## config.mk

```make
export PLATFORM = sky130hd
export DESIGN_NAME = rr_issue_arbiter
export DESIGN_NICKNAME = d
export VERILOG_FILES = /design/src/rtl/rr_issue_pkg.sv /design/src/rtl/rr_inflight_tracker.sv /design/src/rtl/rr_rotate_pick.sv /design/src/rtl/rr_slot_counter.sv /design/src/rtl/rr_issue_arbiter.sv
export SDC_FILE = /design/constraint.sdc
export NUM_CORES = 1
export LEC_CHECK = 0
export ABC_CLOCK_PERIOD_IN_PS = 5700
export BUFFER_PORTS_ARGS = -buffer_cell sky130_fd_sc_hd__buf_4
export CAP_MARGIN = 10
export CORE_UTILIZATION = 50
export CTS_CLUSTER_DIAMETER = 200
export CTS_CLUSTER_SIZE = 16
export DETAILED_ROUTE_END_ITERATION = 10
export PLACE_DENSITY_LB_ADDON = 0.1
export SYNTH_ARGS = -nofsm -noshare
export SYNTH_HDL_FRONTEND = slang
export SYNTH_SLANG_ARGS = --single-unit
export TNS_END_PERCENT = 50
```

## constraint.sdc

```tcl
create_clock -name clk -period 5.7 [get_ports clk]
set_clock_uncertainty 0.1 [all_clocks]
set_input_delay 0 -clock clk [delete_from_list [all_inputs] [get_ports clk]]
set_output_delay 0 -clock clk [all_outputs]
set_load 0.1 [all_outputs]
```

## src/rtl/rr_issue_pkg.sv

```systemverilog
package rr_issue_pkg;

   localparam int unsigned MAX_THREADS = 32;

   typedef logic [MAX_THREADS-1:0] thread_vec_t;

   // Index of the lowest set bit; 0 when the vector is empty.
   function automatic int unsigned lowest_set(input thread_vec_t v);
      int unsigned r;
      r = 0;
      for (int i = MAX_THREADS - 1; i >= 0; i--) begin
         if (v[i]) r = i;
      end
      return r;
   endfunction

endpackage

```

## src/rtl/rr_inflight_tracker.sv

```systemverilog
module rr_inflight_tracker #(
   parameter int unsigned NUM_THREADS = 8,
   parameter int unsigned PIPE_DEPTH  = 4
) (
   input  logic                   clk,
   input  logic                   rst,
   input  logic [NUM_THREADS-1:0] issued,
   output logic [NUM_THREADS-1:0] idle
);
   localparam int unsigned BUSY_W    = $clog2(PIPE_DEPTH);
   localparam int unsigned BUSY_LOAD = PIPE_DEPTH - 1;

   for (genvar t = 0; t < NUM_THREADS; t++) begin : g_thread
      logic [BUSY_W-1:0] busy;

      always_ff @(posedge clk) begin
         if (rst)
            busy <= '0;
         else if (issued[t])
            busy <= BUSY_W'(BUSY_LOAD);
         else if (busy != '0)
            busy <= busy - 1'b1;
      end

      assign idle[t] = (busy == '0);
   end

endmodule

```

## src/rtl/rr_rotate_pick.sv

```systemverilog
module rr_rotate_pick
   import rr_issue_pkg::*;
#(
   parameter int unsigned NUM_THREADS = 8,
   parameter int unsigned PICK_IMPL   = 0,
   localparam int unsigned ID_W       = $clog2(NUM_THREADS)
) (
   input  logic [NUM_THREADS-1:0] req,
   input  logic [ID_W-1:0]        start,
   output logic [NUM_THREADS-1:0] grant,
   output logic                   found,
   output logic [ID_W-1:0]        idx
);

   if (PICK_IMPL == 0) begin : g_scan
      // Walk the ring from the start position and keep the first hit.
      always_comb begin
         found = 1'b0;
         idx   = '0;
         for (int k = 0; k < int'(NUM_THREADS); k++) begin
            int cand;
            cand = int'(start) + k;
            if (cand >= int'(NUM_THREADS)) cand = cand - int'(NUM_THREADS);
            if (!found && req[cand]) begin
               found = 1'b1;
               idx   = ID_W'(cand);
            end
         end
      end
   end else begin : g_mask
      // Split requests into those at or above start and the rest.
      thread_vec_t upper, whole;
      always_comb begin
         upper = '0;
         whole = '0;
         for (int i = 0; i < int'(NUM_THREADS); i++) begin
            whole[i] = req[i];
            upper[i] = req[i] && (i >= int'(start));
         end
         found = (whole != '0);
         if (upper != '0)
            idx = ID_W'(lowest_set(upper));
         else
            idx = ID_W'(lowest_set(whole));
      end
   end

   assign grant = found ? (NUM_THREADS'(1) << idx) : '0;

endmodule

```

## src/rtl/rr_slot_counter.sv

```systemverilog
module rr_slot_counter #(
   parameter int unsigned NUM_THREADS = 8,
   parameter int unsigned CNT_W       = 16
) (
   input  logic                         clk,
   input  logic                         rst,
   input  logic [NUM_THREADS-1:0]       hit,
   output logic [NUM_THREADS*CNT_W-1:0] counts
);

   for (genvar t = 0; t < NUM_THREADS; t++) begin : g_cnt
      logic [CNT_W-1:0] value;

      always_ff @(posedge clk) begin
         if (rst)
            value <= '0;
         else if (hit[t])
            value <= value + 1'b1;
      end

      assign counts[t*CNT_W +: CNT_W] = value;
   end

endmodule

```

## src/rtl/rr_issue_arbiter.sv

```systemverilog
module rr_issue_arbiter #(
   parameter int unsigned NUM_THREADS = 8,
   parameter int unsigned PIPE_DEPTH  = 4,
   parameter int unsigned CNT_W       = 16,
   parameter int unsigned PICK_IMPL   = 0,
   localparam int unsigned ID_W       = $clog2(NUM_THREADS)
) (
   input  logic                         clk,
   input  logic                         rst,
   input  logic [NUM_THREADS-1:0]       thread_active,
   input  logic [NUM_THREADS-1:0]       thread_ready,
   output logic [NUM_THREADS-1:0]       issue_grant,
   output logic                         issue_valid,
   output logic [ID_W-1:0]              issue_tid,
   output logic [NUM_THREADS*CNT_W-1:0] slot_count
);

   if (NUM_THREADS < 2 || NUM_THREADS > rr_issue_pkg::MAX_THREADS) begin : g_bad_threads
      $error("rr_issue_arbiter: NUM_THREADS out of range");
   end
   if (PIPE_DEPTH < 2) begin : g_bad_depth
      $error("rr_issue_arbiter: PIPE_DEPTH must be at least 2");
   end
   if (CNT_W < 1) begin : g_bad_cnt
      $error("rr_issue_arbiter: CNT_W must be at least 1");
   end
   if (PICK_IMPL > 1) begin : g_bad_impl
      $error("rr_issue_arbiter: PICK_IMPL must be 0 or 1");
   end

   localparam logic [ID_W-1:0] LAST_ID = ID_W'(NUM_THREADS - 1);

   logic [NUM_THREADS-1:0] idle;
   logic [NUM_THREADS-1:0] eligible;
   logic [ID_W-1:0]        rr_ptr;
   logic                   pick_found;
   logic [ID_W-1:0]        pick_idx;

   assign eligible = thread_active & thread_ready & idle;

   rr_inflight_tracker #(
      .NUM_THREADS(NUM_THREADS),
      .PIPE_DEPTH (PIPE_DEPTH)
   ) u_track (
      .clk   (clk),
      .rst   (rst),
      .issued(issue_grant),
      .idle  (idle)
   );

   rr_rotate_pick #(
      .NUM_THREADS(NUM_THREADS),
      .PICK_IMPL  (PICK_IMPL)
   ) u_pick (
      .req  (eligible),
      .start(rr_ptr),
      .grant(issue_grant),
      .found(pick_found),
      .idx  (pick_idx)
   );

   always_ff @(posedge clk) begin
      if (rst)
         rr_ptr <= '0;
      else if (pick_found)
         rr_ptr <= (pick_idx == LAST_ID) ? '0 : pick_idx + 1'b1;
   end

   rr_slot_counter #(
      .NUM_THREADS(NUM_THREADS),
      .CNT_W      (CNT_W)
   ) u_slots (
      .clk   (clk),
      .rst   (rst),
      .hit   (issue_grant),
      .counts(slot_count)
   );

   assign issue_valid = pick_found;
   assign issue_tid   = pick_idx;

endmodule

```

==> impl_metrics.xml <==
<?xml version="1.0" encoding="UTF-8"?>
<metrics>
  <group name="min_path">
    <metric name="type_of_the_most_critical_hold_path" unit="">in2reg</metric>
    <metric name="startpoint_of_the_most_critical_hold_path" unit="">rst</metric>
    <metric name="hold-path-cell-count" unit="">2</metric>
    <metric name="timing.hold.worst_endpoint" unit="">u_slots.g_cnt[0].value[9]</metric>
  </group>
  <group name="synthesis">
    <metric name="synth.avg_cell_area" unit="sq um">8.41</metric>
    <metric name="synth-edff-count" unit="">0</metric>
    <metric name="synth_ff_type" unit="">dfxtp_1</metric>
    <metric name="synth_warnings" unit="">0</metric>
    <metric name="area_of_the_mapped_netlist" unit="sq um">8240</metric>
    <metric name="netlist_instances" unit="">979</metric>
    <metric name="mappedNetlistNets" unit="">1021</metric>
    <metric name="synth_cell_type_count" unit="">72</metric>
    <metric name="synth_seq_area_share" unit="%">35.7</metric>
    <metric name="synth_seq_cells" unit="">147</metric>
    <metric name="synthArstFlopShare" unit="%">0</metric>
  </group>
  <group name="layout">
    <metric name="filler_cell_count" unit="">1435</metric>
    <metric name="stdcell_count" unit="">1351</metric>
    <metric name="design.final.nets" unit="">1164</metric>
    <metric name="post_route_cells_drive_above_1_share" unit="%">22.8</metric>
    <metric name="area_growth" unit="%">23.5</metric>
    <metric name="layout.cells.most_common_list" unit="">172 x buf_4, 147 x dfxtp_1, 89 x nor2_1</metric>
    <metric name="antenna_cells" unit="">0</metric>
    <metric name="finish.utilization" unit="%">63.6</metric>
    <metric name="layout_commonest_cell" unit="">buf_4</metric>
  </group>
  <group name="critical_path">
    <metric name="worstPathArrival" unit="ns">5.14</metric>
    <metric name="setup.worst_path.class" unit="">reg2out</metric>
    <metric name="crit_path_cell_trace" unit="">clkinv_1, ha_1, inv_4, mux2_2, mux4_2, a32o_2, o211ai_2, nor3_1, o31a_1, inv_1, ha_1, o31a_1, nand3_1, inv_1, buf_4</metric>
    <metric name="crit_path_max_incr_delay" unit="ns">0.48</metric>
    <metric name="reg2reg_slack" unit="ns">0.70</metric>
    <metric name="worst-path-max-fanout" unit="">14</metric>
    <metric name="critical-path-slowest-cell" unit="">mux4_2</metric>
    <metric name="worstSetupStartpointType" unit="">flip-flop</metric>
    <metric name="critical_path.endpoint_type" unit="">output port</metric>
    <metric name="worst_r2r_endpoint" unit="">u_slots.g_cnt[0].value[7]</metric>
    <metric name="r2r_start" unit="">rr_ptr[0]</metric>
    <metric name="worst-r2r-cell-count" unit="">17</metric>
    <metric name="critical_path_required" unit="ns">5.60</metric>
  </group>
  <group name="global_routing">
    <metric name="grt_first_pass_wirelength" unit="mm">33.8</metric>
    <metric name="globalRouteOverflowTotal" unit="">0</metric>
    <metric name="grt_usage" unit="%">25.2</metric>
    <metric name="first_global_vias" unit="">6737</metric>
    <metric name="grt_antenna_before_repair" unit="">0</metric>
    <metric name="grt_start_max_net_pins" unit="">90</metric>
  </group>
  <group name="clock_tree">
    <metric name="cts_htree_levels" unit="">4</metric>
    <metric name="worst_skew_pair.late_latency" unit="ns">0.42</metric>
    <metric name="cts_max_path_buffers" unit="">2</metric>
    <metric name="cts_inserted_buffers" unit="">17</metric>
    <metric name="clock_tree_from_tritoncts" unit="">yes</metric>
    <metric name="quantity_of_hold_fixing_buffers_added_after_cts" unit="">0</metric>
    <metric name="clk_pin_slew_worst_paths" unit="ns">0.06</metric>
    <metric name="ctsResizeCount" unit="">0</metric>
    <metric name="cts_sinks" unit="">147</metric>
    <metric name="clk_root_buffer_cell" unit="">clkbuf_16</metric>
    <metric name="post-cts-setup-buffers" unit="">0</metric>
  </group>
  <group name="detailed_routing">
    <metric name="routedWlPerCell" unit="um">15.7</metric>
    <metric name="ant_nets" unit="">0</metric>
    <metric name="dr_total_vias" unit="">7746</metric>
    <metric name="avgViaCountPerCell" unit="">5.73</metric>
    <metric name="drt_iter0_drc" unit="">602</metric>
    <metric name="drc_errors_left" unit="">0</metric>
    <metric name="detailedRoute.firstPassIterationCount" unit="">5</metric>
    <metric name="wl" unit="mm">21.2</metric>
  </group>
  <group name="timing">
    <metric name="timing_worst_slew_pin_value" unit="ns">0.933</metric>
    <metric name="final.hold.worst_slack" unit="ns">0.00968</metric>
    <metric name="min_period_over_period" unit="%">92.0</metric>
    <metric name="fmaxAchievable" unit="MHz">191</metric>
    <metric name="post-route-min-period" unit="ns">5.24</metric>
    <metric name="finalHoldViolCount" unit="">0</metric>
    <metric name="rsz_0062_raised_after_global_routing" unit="">false</metric>
    <metric name="final_max_slew_viol_count" unit="">0</metric>
    <metric name="maxSlewHeadroom" unit="%">37.3</metric>
    <metric name="setup_viol_count_final" unit="">0</metric>
  </group>
  <group name="job">
    <metric name="cap_violations" unit="">0</metric>
  </group>
  <group name="status">
    <metric name="outcome" unit="">finished, final reports clean</metric>
  </group>
  <group name="placed_design">
    <metric name="dp.final_hpwl" unit="mm">14.9</metric>
    <metric name="gpl.final_weighted_congestion" unit="">0.968</metric>
    <metric name="numPortBuffers" unit="">157</metric>
    <metric name="placed_cells" unit="">1319</metric>
  </group>
  <group name="floorplan">
    <metric name="io-pin-count" unit="">158</metric>
    <metric name="floorplan.rows" unit="">46</metric>
    <metric name="die-height" unit="um">130</metric>
    <metric name="core_area" unit="sq um">16000</metric>
    <metric name="floorplan.die_area" unit="sq um">17000</metric>
    <metric name="die_w" unit="um">130</metric>
    <metric name="initial_utilization" unit="%">51.5</metric>
  </group>
  <group name="power">
    <metric name="power.density" unit="nW/um^2">572</metric>
    <metric name="power.static_leakage" unit="uW">0.00399</metric>
    <metric name="vdd_drop_max" unit="V">0.000619</metric>
  </group>
</metrics>
-- flip-flops by register name (all words and copies together) (netlist names) --
name                   flops
rr_ptr                     3
u_slots.g_cnt.value      128
u_track.g_thread.busy     16
-- kinds of logic after synthesis --
logic type / share of synthesized area (%)
and+or+nand+nor: 25.7
adders and majority gates: 3.65
xor gates and xnor gates: 6.68
DFF: 35.7
muxes: 7.11
AOI/OAI and AO/OA: 16.4
buffers and inverters: 4.71
-- synthesized netlist by cell type, types with 3 or more instances --
library cell	count	area [sq um]
o211ai_1	11	82.6
nand3_1	51	255
a31o_2	6	52.6
o31a_1	3	26.3
and3_1	30	188
ha_1	24	300
nand4_1	29	181
nor2b_1	15	93.8
a221oi_1	4	35.0
mux2i_1	11	110
o21ai_0	34	170
and2_1	13	81.3
a21oi_1	83	415
mux4_2	10	225
nor3_1	16	80.1
or2_2	3	18.8
or4_1	15	113
nand2b_1	8	50.1
clkbuf_1	32	120
a211oi_1	4	30.0
dfxtp_1	147	2940
o221ai_1	3	26.3
or3b_1	3	26.3
a21bo_2	5	50.1
nand3b_1	7	52.6
xor2_1	27	236
nor4_1	17	106
or3_1	23	144
buf_2	11	55.1
nor2_1	90	338
o31ai_1	15	113
o41ai_1	6	52.6
nand2_1	68	255
a21o_1	7	52.6
inv_1	43	161
xnor2_1	34	298
mux2_2	21	236
o211a_1	3	30.0
o2111ai_1	4	35.0
-- how the worst max path moves through the flow --
stage          startpoint                          to  slack (ns)  cells after the start
2_1_floorplan   rr_ptr[0]  u_slots.g_cnt[5].value[10]       -0.18                     20
3_3_place_gp    rr_ptr[0]   u_slots.g_cnt[0].value[7]        0.81                     17
3_5_place_dp    rr_ptr[0]   u_slots.g_cnt[0].value[7]        0.74                     17
4_1_cts         rr_ptr[0]              issue_grant[6]        0.45                     15
5_1_grt         rr_ptr[0]              issue_grant[6]        0.12                     15
6_report        rr_ptr[0]              issue_grant[6]        0.46                     15
-- final cells by class --
| class | count | area [sq um] | share of cell area, % |
|---|---|---|---|
| Sequential cell | 147 | 2940 | 28.9 |
| Clock buffer | 23 | 448 | 4.40 |
| Tap cell | 216 | 270 | 2.66 |
| Inverter | 46 | 175 | 1.72 |
| Timing Repair Buffer | 172 | 1290 | 12.7 |
| Clock inverter | 9 | 129 | 1.27 |
| Multi-Input combinational cell | 738 | 4910 | 48.3 |
-- power by group --
group          leakage (uW)  internal [uW]  switching (uW)
Sequential          0.00119           1120            69.6
Clock              0.000276            687             430
Combinational       0.00252            953            2560
Total               0.00399           2760            3060
-- layer usage --
layer	wire length (um)	share of wire, %	vias to the layer above	GRT usage (%)
li1	-	-	3847	-
met3	1470	6.9	31	6.52
met1	9750	46	3627	33.7
met2	9610	45	241	39.2
met5	0	0	-	0
met4	417	2.0	0	8.99
-- per-stage QoR --
stage | setup slack, ns | cell area, sq um | power, uW | setup TNS (ns)
floorplan | -0.180 | 8240 | 3950 | -0.214
global placement | 0.814 | 9590 | 4680 | 0
detailed placement | 0.737 | 9590 | 4700 | 0
CTS | 0.450 | 10200 | 5830 | 0
global route | 0.121 | 10200 | 6140 | 0
finish | 0.456 | 10200 | 5820 | 0
-- critical path, delay by kind of cell, from the launching register on --
| kind | cells | cell delay (ns) |
|---|---|---|
| AO/OA/AOI/OAI | 4 | 1.15 |
| buffers and inverters | 5 | 1.12 |
| multiplexers | 2 | 0.85 |
| adder cells (fa/ha/maj) | 2 | 0.64 |
| AND/OR/NAND/NOR | 2 | 0.61 |
| flip-flops | 1 | 0.33 |
Note: power is estimated with default switching activity, not from simulation.
